`src/rtl/si_seq_pkg.sv`:
```
package si_seq_pkg;
  typedef enum logic [2:0] {
    PH_INT  = 3'd0,
    PH_DE1  = 3'd1,
    PH_AMP1 = 3'd2,
    PH_DE2  = 3'd3,
    PH_AMP2 = 3'd4,
    PH_DE3  = 3'd5
  } phase_e;
endpackage

```
`src/rtl/si_phase_timer.sv`:
```
module si_phase_timer #(
  parameter int unsigned CW = 8
) (
  input  logic          clk,
  input  logic          rst_n,
  input  logic          clr,
  output logic [CW-1:0] cnt
);
  always_ff @(posedge clk or negedge rst_n) begin
    if (!rst_n)   cnt <= '0;
    else if (clr) cnt <= '0;
    else          cnt <= cnt + CW'(1);
  end
endmodule

```
`src/rtl/si_cmp_watch.sv`:
```
module si_cmp_watch (
  input  logic clk,
  input  logic rst_n,
  input  logic arm,
  input  logic cmp,
  output logic flip
);
  logic ref_q;

  // Capture the comparator level at the edge that enters a de-integrate.
  always_ff @(posedge clk or negedge rst_n) begin
    if (!rst_n)   ref_q <= 1'b0;
    else if (arm) ref_q <= cmp;
  end

  assign flip = cmp ^ ref_q;
endmodule

```
`src/rtl/si_phase_fsm.sv`:
```
module si_phase_fsm
  import si_seq_pkg::*;
#(
  parameter int unsigned INT_CLKS   = 10000,
  parameter int unsigned AMP_CLKS   = 1000,
  parameter int unsigned DE_TIMEOUT = 2000,
  parameter int unsigned CW         = 14
) (
  input  logic          clk,
  input  logic          rst_n,
  input  logic [CW-1:0] cnt,
  input  logic          flip,
  input  logic          pol,
  output phase_e        phase,
  output logic          short_q,
  output logic          pol_q,
  output logic          advance,
  output logic          arm,
  output logic          eoc
);
  localparam logic [CW-1:0] INT_LIM = CW'(INT_CLKS - 1);
  localparam logic [CW-1:0] AMP_LIM = CW'(AMP_CLKS - 1);
  localparam logic [CW-1:0] DE_LIM  = CW'(DE_TIMEOUT - 1);

  phase_e        nxt;
  logic          is_de;
  logic [CW-1:0] limit;

  always_comb begin
    is_de = (phase == PH_DE1) || (phase == PH_DE2) || (phase == PH_DE3);
    unique case (phase)
      PH_INT:           limit = INT_LIM;
      PH_AMP1, PH_AMP2: limit = AMP_LIM;
      default:          limit = DE_LIM;
    endcase
    advance = (cnt == limit) || (is_de && flip);
    unique case (phase)
      PH_INT:  nxt = PH_DE1;
      PH_DE1:  nxt = PH_AMP1;
      PH_AMP1: nxt = PH_DE2;
      PH_DE2:  nxt = PH_AMP2;
      PH_AMP2: nxt = PH_DE3;
      default: nxt = PH_INT;
    endcase
    arm = advance && ((nxt == PH_DE1) || (nxt == PH_DE2) || (nxt == PH_DE3));
  end

  always_ff @(posedge clk or negedge rst_n) begin
    if (!rst_n) begin
      phase   <= PH_INT;
      short_q <= 1'b0;
      pol_q   <= 1'b0;
      eoc     <= 1'b0;
    end else begin
      eoc <= advance && (phase == PH_DE3) && short_q;
      if (advance) begin
        phase <= nxt;
        if (phase == PH_DE3)             short_q <= ~short_q;
        if (phase == PH_INT && !short_q) pol_q   <= pol;
      end
    end
  end
endmodule

```
`src/rtl/si_switch_decode.sv`:
```
module si_switch_decode
  import si_seq_pkg::*;
(
  input  phase_e      phase,
  input  logic        short_q,
  input  logic        pol_q,
  output logic        sw_int,
  output logic        sw_de,
  output logic        sw_amp,
  output logic        de_active,
  output logic [1:0]  digit_sel,
  output logic        cnt_up
);
  always_comb begin
    sw_int    = 1'b0;
    sw_de     = 1'b0;
    sw_amp    = 1'b0;
    digit_sel = 2'd0;
    unique case (phase)
      PH_INT:           sw_int = 1'b1;
      PH_AMP1, PH_AMP2: sw_amp = 1'b1;
      PH_DE1:           sw_de  = 1'b1;
      PH_DE2: begin
        sw_de     = 1'b1;
        digit_sel = 2'd1;
      end
      default: begin
        sw_de     = 1'b1;
        digit_sel = 2'd2;
      end
    endcase
    de_active = sw_de;
    cnt_up    = ~short_q ^ pol_q;
  end
endmodule

```
`src/rtl/si_conv_seq.sv`:
```
module si_conv_seq
  import si_seq_pkg::*;
#(
  parameter int unsigned INT_CLKS   = 10000,
  parameter int unsigned AMP_CLKS   = 1000,
  parameter int unsigned DE_TIMEOUT = 2000
) (
  input  logic       clk,
  input  logic       rst_n,
  input  logic       cmp,
  input  logic       pol,
  output logic       sw_int,
  output logic       sw_de,
  output logic       sw_amp,
  output logic       short_in,
  output logic       de_active,
  output logic [1:0] digit_sel,
  output logic       cnt_up,
  output logic       eoc
);
  localparam int unsigned MAX_A = (INT_CLKS > AMP_CLKS) ? INT_CLKS : AMP_CLKS;
  localparam int unsigned MAX_L = (MAX_A > DE_TIMEOUT) ? MAX_A : DE_TIMEOUT;
  localparam int unsigned CW    = $clog2(MAX_L + 1);

  logic [CW-1:0] cnt;
  logic          flip, advance, arm, pol_q;
  phase_e        phase;

  si_phase_timer #(.CW(CW)) u_timer (
    .clk(clk), .rst_n(rst_n), .clr(advance), .cnt(cnt)
  );

  si_cmp_watch u_watch (
    .clk(clk), .rst_n(rst_n), .arm(arm), .cmp(cmp), .flip(flip)
  );

  si_phase_fsm #(
    .INT_CLKS(INT_CLKS), .AMP_CLKS(AMP_CLKS), .DE_TIMEOUT(DE_TIMEOUT), .CW(CW)
  ) u_fsm (
    .clk(clk), .rst_n(rst_n), .cnt(cnt), .flip(flip), .pol(pol),
    .phase(phase), .short_q(short_in), .pol_q(pol_q), .advance(advance),
    .arm(arm), .eoc(eoc)
  );

  si_switch_decode u_dec (
    .phase(phase), .short_q(short_in), .pol_q(pol_q),
    .sw_int(sw_int), .sw_de(sw_de), .sw_amp(sw_amp),
    .de_active(de_active), .digit_sel(digit_sel), .cnt_up(cnt_up)
  );
endmodule

```
`config.mk`:
```
export PLATFORM = sky130hd
export DESIGN_NAME = si_conv_seq
export DESIGN_NICKNAME = d
export VERILOG_FILES = /design/src/rtl/si_seq_pkg.sv /design/src/rtl/si_phase_timer.sv /design/src/rtl/si_cmp_watch.sv /design/src/rtl/si_phase_fsm.sv /design/src/rtl/si_switch_decode.sv /design/src/rtl/si_conv_seq.sv
export SDC_FILE = /design/constraint.sdc
export NUM_CORES = 1
export LEC_CHECK = 0
export ABC_AREA = 1
export BUFFER_PORTS_ARGS = -buffer_cell sky130_fd_sc_hd__buf_4
export CORE_ASPECT_RATIO = 1.2
export CORE_MARGIN = 2
export CORE_UTILIZATION = 55
export DETAILED_ROUTE_END_ITERATION = 12
export MAX_ROUTING_LAYER = met4
export PLACE_DENSITY_LB_ADDON = 0.25
export SETUP_SLACK_MARGIN = 0.4
export SLEW_MARGIN = 20
export SYNTH_ARGS = -nofsm -noshare
export SYNTH_HDL_FRONTEND = slang
export SYNTH_SLANG_ARGS = --single-unit
```
`constraint.sdc`:
```
create_clock -name clk -period 2.5 [get_ports clk]
set_input_delay 0.125 -clock clk [delete_from_list [all_inputs] [get_ports clk]]
set_output_delay 0.125 -clock clk [all_outputs]
set_load 0.05 [all_outputs]
```
==> results of run 1 <==
[stage by stage]
step	total power, mW	hold slack [ns]
after floorplan	0.3467	-0.1706
after global placement	0.3571	0.01836
after detailed placement	0.3574	0.02282
after CTS	0.5232	0.03424
after global routing	0.5386	0.02735
final	0.5160	0.04059
[repair_timing]
action                                 4_1_cts  5_1_grt
endpoints found under the hold margin       21        0
resized for setup                            0        0
hold buffers                                 1        0
[layer usage]
layer	wire length, um	part of all wire	track usage	vias to the layer above
met2	1238	0.52	0.4074	23
met1	1001	0.42	0.2444	495
li1	-	-	-	530
met4	61	0.026	0.08571	0
met5	0	0	-	-
met3	74	0.031	0.01948	9
[worst max-delay path, stage by stage, from the launching register on]
cell	delay (ns)
sky130_fd_sc_hd__dfrtp_1	0.39
sky130_fd_sc_hd__ha_1	0.17
sky130_fd_sc_hd__nand2_1	0.11
sky130_fd_sc_hd__nor2_1	0.13
sky130_fd_sc_hd__nand3_1	0.10
sky130_fd_sc_hd__nor2_2	0.13
sky130_fd_sc_hd__nand3_2	0.11
sky130_fd_sc_hd__nand2_4	0.22
sky130_fd_sc_hd__nand2_1	0.11
sky130_fd_sc_hd__nand2_1	0.07
sky130_fd_sc_hd__nand2_1	0.04
[kinds of logic after synthesis]
| logic type | after synthesis |
|---|---|
| AO/OA/AOI/OAI | 12 |
| XOR/XNOR | 4 |
| adder cells (fa/ha/maj) | 1 |
| buffers and inverters | 24 |
| flip-flops | 21 |
| AND/OR/NAND/NOR | 96 |
[power by group through the flow]
stage / clock (mW) / sequential [mW] / combinational [mW]
final: 0.165 / 0.340 / 0.0120
after global routing: 0.185 / 0.340 / 0.0138
after CTS: 0.171 / 0.340 / 0.0126
after detailed placement: 0 / 0.346 / 0.0113
after global placement: 0 / 0.346 / 0.0110
after floorplan: 0 / 0.346 / 0.000505
[how the worst max path moves through the flow]
stage	startpoint	to	slack, ns	cells past startpoint
final	u_timer.cnt[0]	u_fsm.short_q	0.82	10
after global routing	u_timer.cnt[0]	u_timer.cnt[10]	0.65	8
after CTS	u_timer.cnt[0]	u_fsm.short_q	0.80	10
after detailed placement	u_timer.cnt[0]	u_watch.ref_q	0.83	10
after global placement	u_timer.cnt[0]	u_fsm.short_q	0.90	10
after floorplan	u_fsm.phase[2]	sw_de	0.46	5
[flip-flops by register name (all words and copies together), names as in the netlist]
| name | cells |
|---|---|
| u_timer.cnt | 14 |
| u_watch.ref_q | 1 |
| u_fsm.short_q | 1 |
| u_fsm.eoc | 1 |
| u_fsm.pol_q | 1 |
| u_fsm.phase | 3 |
[final cells by class]
class | count | area [sq um]
fill | 184 | 724.4
multi-input combinational | 113 | 556.8
sequential | 21 | 525.5
timing repair buffer | 13 | 100.1
inverter | 21 | 78.83
tap | 30 | 37.54
clock buffer | 4 | 26.28
[synthesized netlist by cell type, drive strengths merged]
library cell and n:
dfrtp 21, xnor2 2, xor2 2, nand3 15, nor3 9, nor4 1, nand4 3, a21oi 2
nand3b 1, o31ai 1, buf 3, o21ai 8, ha 1, nand2 37, o211ai 1, nor2 30
inv 21
==> flow_results.org, run 1 <==
** Run status
- Run status :: complete, no violations

** Synthesis
- Summing every instance area after synthesis gives 0.001191 sq mm.
- Synth cell types :: 26
- The Yosys step of the flow raised 0 warnings.
- After synthesis, the share of cell area in mux cells is 0.
- Of the total synthesized cell area, the portion taken by full adders, half adders and majority gates is 0.01050.
- The synthesized-area fraction occupied by ao, oa, aoi and oai cells came to 0.05462.
- Of the total synthesized cell area, the portion taken by XOR and XNOR cells is 0.02941.
- By area, the combinational part of the netlist is dominated by simple AND/OR/NAND/NOR gates.
- The number of nets in the synthesized netlist is 163.
- Count of state elements after synthesis :: 21
- Summed over all instances, the cell type with the most area after synthesis is sky130_fd_sc_hd__dfrtp_1.
- Dividing the synthesized area by the synthesized cell count gives 7.539 sq um.
- Number of cells produced by synthesis :: 158
- Of the total synthesized cell area, the portion taken by AND, OR, NAND and NOR gates is 0.3729.
- Post-synthesis sequential area ratio :: 0.4412
- Area fraction of the dominant cell type after synthesis :: 0.4412
- Sorting the synthesized cells by area gives the leading types as sky130_fd_sc_hd__dfrtp_1 44%, sky130_fd_sc_hd__nand2_1 11%, sky130_fd_sc_hd__nor2_1 8.5%.

** GRT
- Initial antenna violation count :: 0
- The total overflow left after global routing is 0.
- The first global-routing pass estimated 3981 um of wire.
- Vias in the first global route :: 979
- Entering global routing, the biggest net connects 24 pins.
- For this run, the total global-route usage over all layers was measured as 0.2220.

** Setup path
- Highest fanout seen on the critical path :: 23
- Data on the critical path arrives at its endpoint at 1.89 ns.
- The worst register-to-register path ends at u_fsm.short_q.
- Worst setup path category :: reg2reg
- Crit path required time :: 2.71 ns
- Capturing element type of the critical path :: flop
- FF-to-FF Start :: u_timer.cnt[0]
- Startpoint Class :: flop
- The worst register-to-register path has a setup slack of 0.82 ns.
- Worst Reg-to-Reg Cells :: 10

** Placement
- Number of I/O port buffers :: 12
- HPWL reported at the end of detailed placement :: 1783 um
- Placed instance count :: 197
- Before CTS, the worst setup slack after placement is 0.8262 ns.
- Total placed instance area :: 0.001289 sq mm
- At the end of routability-driven placement, the weighted congestion stood at 0.9260.

** Finish
- The repair_antennas step left the layout with diodes totalling 0.
- Post-synthesis to final-layout area growth :: 11.24%
- Commonest non-fill, non-tap cells in the layout :: 34 x sky130_fd_sc_hd__nand2_1, 27 x sky130_fd_sc_hd__nor2_1, 21 x sky130_fd_sc_hd__dfrtp_1
- Net count reported at finish :: 178
- For this run, the share of the core covered by cells in the final layout is 0.6465.
- Fin cells :: 202
- Leading cell type in the layout, fill and taps excluded :: sky130_fd_sc_hd__nand2_1
- After routing the design area is 0.001325 sq mm.
- Of the cells placed in the final design, the portion with a size suffix greater than 1 is 0.1453.

** Timing
- Max Clk Rate :: 595.1 MHz
- Slew at the pin closest to its max-slew limit :: 0.3940 ns
- Clock skew on the completed layout was measured at 0.005160 ns.
- The count of final hold-check violations came to 0.
- Total setup violations reported at the end of the flow :: 0
- RSZ-0062 raised after global routing :: no
- The worst path meets setup with 0.8195 ns of slack.
- Setup total negative slack on the finished layout was measured at 0 ns.
- Fin crit period :: 1.680 ns
- Max-slew violation total from the final report :: 0
- Of the available clock period, the critical path in the final layout requires 0.6722.
- The worst pin sits at a relative slew slack of 0.7362.

** Clock tree
- The number of setup buffers added after CTS is 0.
- Clock Tree Buf Depth :: 2
- Clock slew at the register clock pins of the worst setup and hold paths :: 0.11 ns
- TritonCTS built the clock tree.
- The cell sitting at the root of the clock tree is a sky130_fd_sc_hd__clkbuf_4.
- CTS built an H-tree with a depth of 1.
- Insertion delay of the later-clocked pin in the worst-skew pair :: 0.31 ns
- Clock net sink count :: 21
- TritonCTS created 3 clock buffers.

** Route
- After detailed routing, the number of vias per cell comes to 5.233.
- After detailed routing, the average wire length per cell comes to 11.76 um.
- For this block, the initial DRC count from the detailed router was 30.
- In this run the remaining antenna-violating nets after routing total 0.
- In the routed design, unresolved DRC markers number 0.
- Vias post-DR :: 1,057
- After detailed routing, the total wire length is 2375 um.
- Pre-antenna DRT Iters :: 4

** Die
- Area of the die :: 0.002555 sq mm
- In this run the core area contains 18 standard-cell rows.
- For this configuration, the core starts out at a cell density of 0.5812.
- The die is 54.98 um tall.
- In this run the horizontal extent of the chip is 46.48 um.
- Top Ports :: 13
- After floorplanning, the core was sized to cover 0.002049 sq mm.

** Min path
- The worst hold path terminates at u_fsm.pol_q.
- Depth of the worst hold-timing path :: 3
- Min-delay src :: pol
- Min-Delay Path Class :: in2reg

** Pwr
- Of the total power, combinational logic draws 0.023.
- Reg power frac :: 0.658
- Summed over all nets, the switching power comes to 109.8 uW.
- Sw frac :: 0.2127
- Power density cells :: 389.4 mW/mm^2
- Internal cell power :: 406.3 uW
- Fraction of power consumed by the clock network :: 0.319
- IR analysis of the VDD net gives a maximum drop of 0.3177 mV.
- Leakage power summed over all cells :: 0.6633 nW

** Job
- The tool flagged a number of max-cap violations equal to 0.
(Power assumes the default switching activity.)
==> inputs of run 2 (changes only) <==
==> constraint.sdc (replaced) <==
create_clock -name clk -period 1.75 [get_ports clk]
set_input_delay 0.0875 -clock clk [delete_from_list [all_inputs] [get_ports clk]]
set_output_delay 0.0875 -clock clk [all_outputs]
set_load 0.05 [all_outputs]
==> run 2 against run 1 <==
The run now ends with negative hold slack left. Combinational power grew 47%. Fmax increased by 1.1%. First-iteration DRC count grew 97%. Register-to-register slack got worse by 0.73 ns. Critical path type unchanged. Largest power group unchanged.
==> flow_results.org, run 2 (synthesis results as in run 1) <==
** Setup path
- The critical path goes through nor2_4 > nand2_2 > nand2_1 > nand2_1 > inv_1 > nor2_4 > nand3_4 > nand2_4 > nor3_1.
- Data arrival time at the worst-slack endpoint :: 1.90 ns (about the same)
- Crit path required time :: 1.99 ns (-0.72 ns)
- Capturing element type of the critical path :: flop
- Family with the most delay on the worst path :: simple AND/OR/NAND/NOR gates
- R2R Setup Slk :: 0.09 ns (-0.73 ns)
- STA classifies the critical path startpoint as a flop.
- The count of buffering cells on the critical path with inverters included was 1 (+1).
- The worst setup path is of the reg2reg kind.
- Among all stages on the critical path, the largest delay is contributed by sky130_fd_sc_hd__dfrtp_2.
- The largest fanout on the critical path came to 11 (-52%).
- The maximum cell stage delay along the critical path is 0.46 ns (+0.07 ns).

** Finish
- The share of cells above drive strength 1 was 0.3696 (+0.2242).
- Commonest non-fill, non-tap cells in the layout :: 27 x sky130_fd_sc_hd__nand2_1, 20 x sky130_fd_sc_hd__nor2_1, 19 x sky130_fd_sc_hd__inv_1
- The largest registers in the layout are u_timer.cnt: 14 flops, u_fsm.phase: 3 flops.
- Net count reported at finish :: 190 (+6.7%)
- Leaving out fill and tap cells, the most frequent cell in the layout is sky130_fd_sc_hd__nand2_1.
- The number of inserted diodes was 0 (unchanged).
- Max reg flops :: 14 (unchanged)
- The core occupancy in the finished layout was 0.8010 (+0.1545).
- Post-synthesis to final-layout area growth :: 37.81%
- Biggest register :: u_timer.cnt
- Fin cells :: 214 (+5.9%)

** Die
- Area of the die :: 0.002555 sq mm (unchanged)
- Top Ports :: 13 (unchanged)
- Die Ht :: 54.98 um (unchanged)
- The standard-cell row count was 18 (unchanged).
- Effective utilization at floorplan :: 0.5812 (unchanged)
- Chip width :: 46.48 um (unchanged)
- The floorplan core area was 0.002049 sq mm (unchanged).

** Clock tree
- The number of buffers added by the clock tree synthesis step was 3 (unchanged).
- Insertion delay of the later-clocked pin in the worst-skew pair :: 0.31 ns (about the same)
- Clock slew at the register clock pins of the worst setup and hold paths :: 0.12 ns (about the same)
- The TritonCTS sink count came to 21 (unchanged).
- The number of levels in the clock H-tree came to 1 (unchanged).
- The root buffer cell chosen for the clock tree is sky130_fd_sc_hd__clkbuf_4.
- TritonCTS clock tree :: yes
- The buffer levels on the longest clock path is 2 (unchanged).

** Min path
- The tightest min-delay check is of the in2reg type.

** Timing
- The relative max-transition margin was 0.7828 (+0.04663).
- The number of max-slew violations in the final report came to 0 (unchanged).
- The post-route worst hold slack came to -0.003737 ns (-0.04433 ns).
- The top achievable clock speed is 601.9 MHz (+1.1%).
- Number of endpoints with negative hold slack in the final report :: 1 (+1)
- Part of the cycle the worst path needs :: 0.9494 (+0.2772)
- Worst path setup slack after routing :: 0.08850 ns (-0.7310 ns)
- The minimum clock period after layout is 1.662 ns (-0.01897 ns).
- Clk_skew :: 0.003068 ns (-0.002092 ns)
- Setup TNS Final :: 0 ns (unchanged)
- The number of setup violations in the final report was 0 (unchanged).
- The slew at the pin closest to its max-slew limit was 0.3228 ns (-0.07118 ns).
- RSZ-0062 raised after global routing :: yes

** GRT
- The initial antenna violation count was 0 (unchanged).
- Overflow left after global routing :: 0 (unchanged)
- GRT Resource Usage Total :: 0.2516 (+0.02958)
- The pin count of the biggest net entering global routing came to 22 (-8.3%).
- The first-pass GRT wire length is 4450 um (+12%).
- The via count of the first global-routing pass was 1,100 (+12%).

** Placement
- The detailed placement HPWL came to 1760 um (-1.3%).
- Number of I/O port buffers :: 12 (unchanged)
- Placement-stage worst setup slack :: 0.06268 ns (-0.7635 ns)
- GPL Wtd Cong :: 0.9686 (+4.6%)
- Placed instance count :: 197 (unchanged)

** Run status
- Failing checks :: negative hold slack
- Run status :: finished with violations

** Route
- The per-cell via count in the routed design was 5.650 (+8.0%).
- The post-route antenna net violation count was 0 (unchanged).
- Detailed router's first-iteration violation count :: 59 (+97%)
- Vias post-DR :: 1,209 (+14%)
- Pre-antenna DRT Iters :: 4 (unchanged)
- Drt drc :: 0 (unchanged)
- Routed Wire Length :: 3160 um (+33%)
- WL per Instance :: 14.77 um (+26%)

** Pwr
- Power density cells :: 450.8 mW/mm^2 (+16%)
- The worst ir drop on vdd is 0.6154 mV (+94%).
- The leakage power figure came to 0.7989 nW (+20%).

** Job
- The number of max-cap violations came to 0 (unchanged).
## run 2: cell types whose count changed in the layout (fill, tap and decap cells not counted), sizes merged
cell	delta
clkbuf	-1
buf	+10
clkinv	+1
nand2	+2
## run 2: where the power goes
group	switching (mW)	internal, mW
combinational	0.0114	0.00627
clock	0.152	0.0856
sequential	0	0.485
total	0.163	0.577
## run 2: final cells by class
type / count / area, sq um
clock buffer: 3 / 22.52
timing repair buffer: 23 / 220.2
multi-input combinational: 115 / 745.7
inverter: 21 / 81.33
fill: 117 / 407.9
tap: 30 / 37.54
sequential: 21 / 529.3
clock inverter: 1 / 5.005
## run 2: per-stage QoR
| stage | total power [mW] | instance area [sq um] | hold WS (ns) |
|---|---|---|---|
| after floorplan | 0.4953 | 1220 | -0.2081 |
| after global placement | 0.5099 | 1318 | -0.01976 |
| after detailed placement | 0.5102 | 1318 | -0.01622 |
| after CTS | 0.7390 | 1506 | 0.001363 |
| after global routing | 0.7745 | 1642 | 0.01825 |
| final | 0.7400 | 1642 | -0.003737 |
## run 2: metal layers
layer / part of all wire / GRT usage / up-vias / routed length, um
li1: - / - / 562 / -
met1: 0.38 / 0.2598 / 574 / 1206
met2: 0.53 / 0.4491 / 57 / 1662
met3: 0.053 / 0.04221 / 16 / 167
met4: 0.040 / 0.1333 / 0 / 125
met5: 0 / - / - / 0
## run 2: worst reg2reg max path: stages, from the launching register on
cell                      delay, ns
sky130_fd_sc_hd__dfrtp_2       0.46
sky130_fd_sc_hd__nor2_4        0.25
sky130_fd_sc_hd__nand2_2       0.12
sky130_fd_sc_hd__nand2_1       0.09
sky130_fd_sc_hd__nand2_1       0.05
sky130_fd_sc_hd__inv_1         0.10
sky130_fd_sc_hd__nor2_4        0.05
sky130_fd_sc_hd__nand3_4       0.16
sky130_fd_sc_hd__nand2_4       0.14
sky130_fd_sc_hd__nor3_1        0.17
## run 2: path summary, 6_finish.rpt
check                               start             end  cells after the start
hold / removal                        pol     u_fsm.pol_q                      3
max in group asynchronous           rst_n  u_fsm.phase[2]                      2
setup reg to reg           u_fsm.phase[1]  u_timer.cnt[2]                      9
hold reg to reg            u_timer.cnt[0]  u_timer.cnt[0]                      1
setup / recovery           u_fsm.phase[1]  u_timer.cnt[2]                      9
min in group asynchronous           rst_n   u_watch.ref_q                      2
## run 2: what timing repair did
action,in CTS,in global routing
endpoints found under the hold margin,21,0
hold buffers,1,0
setup buffers,6,4
cloned,2,0
resized for setup,23,27
setup endpoints to repair,25,27
pin swaps,9,7
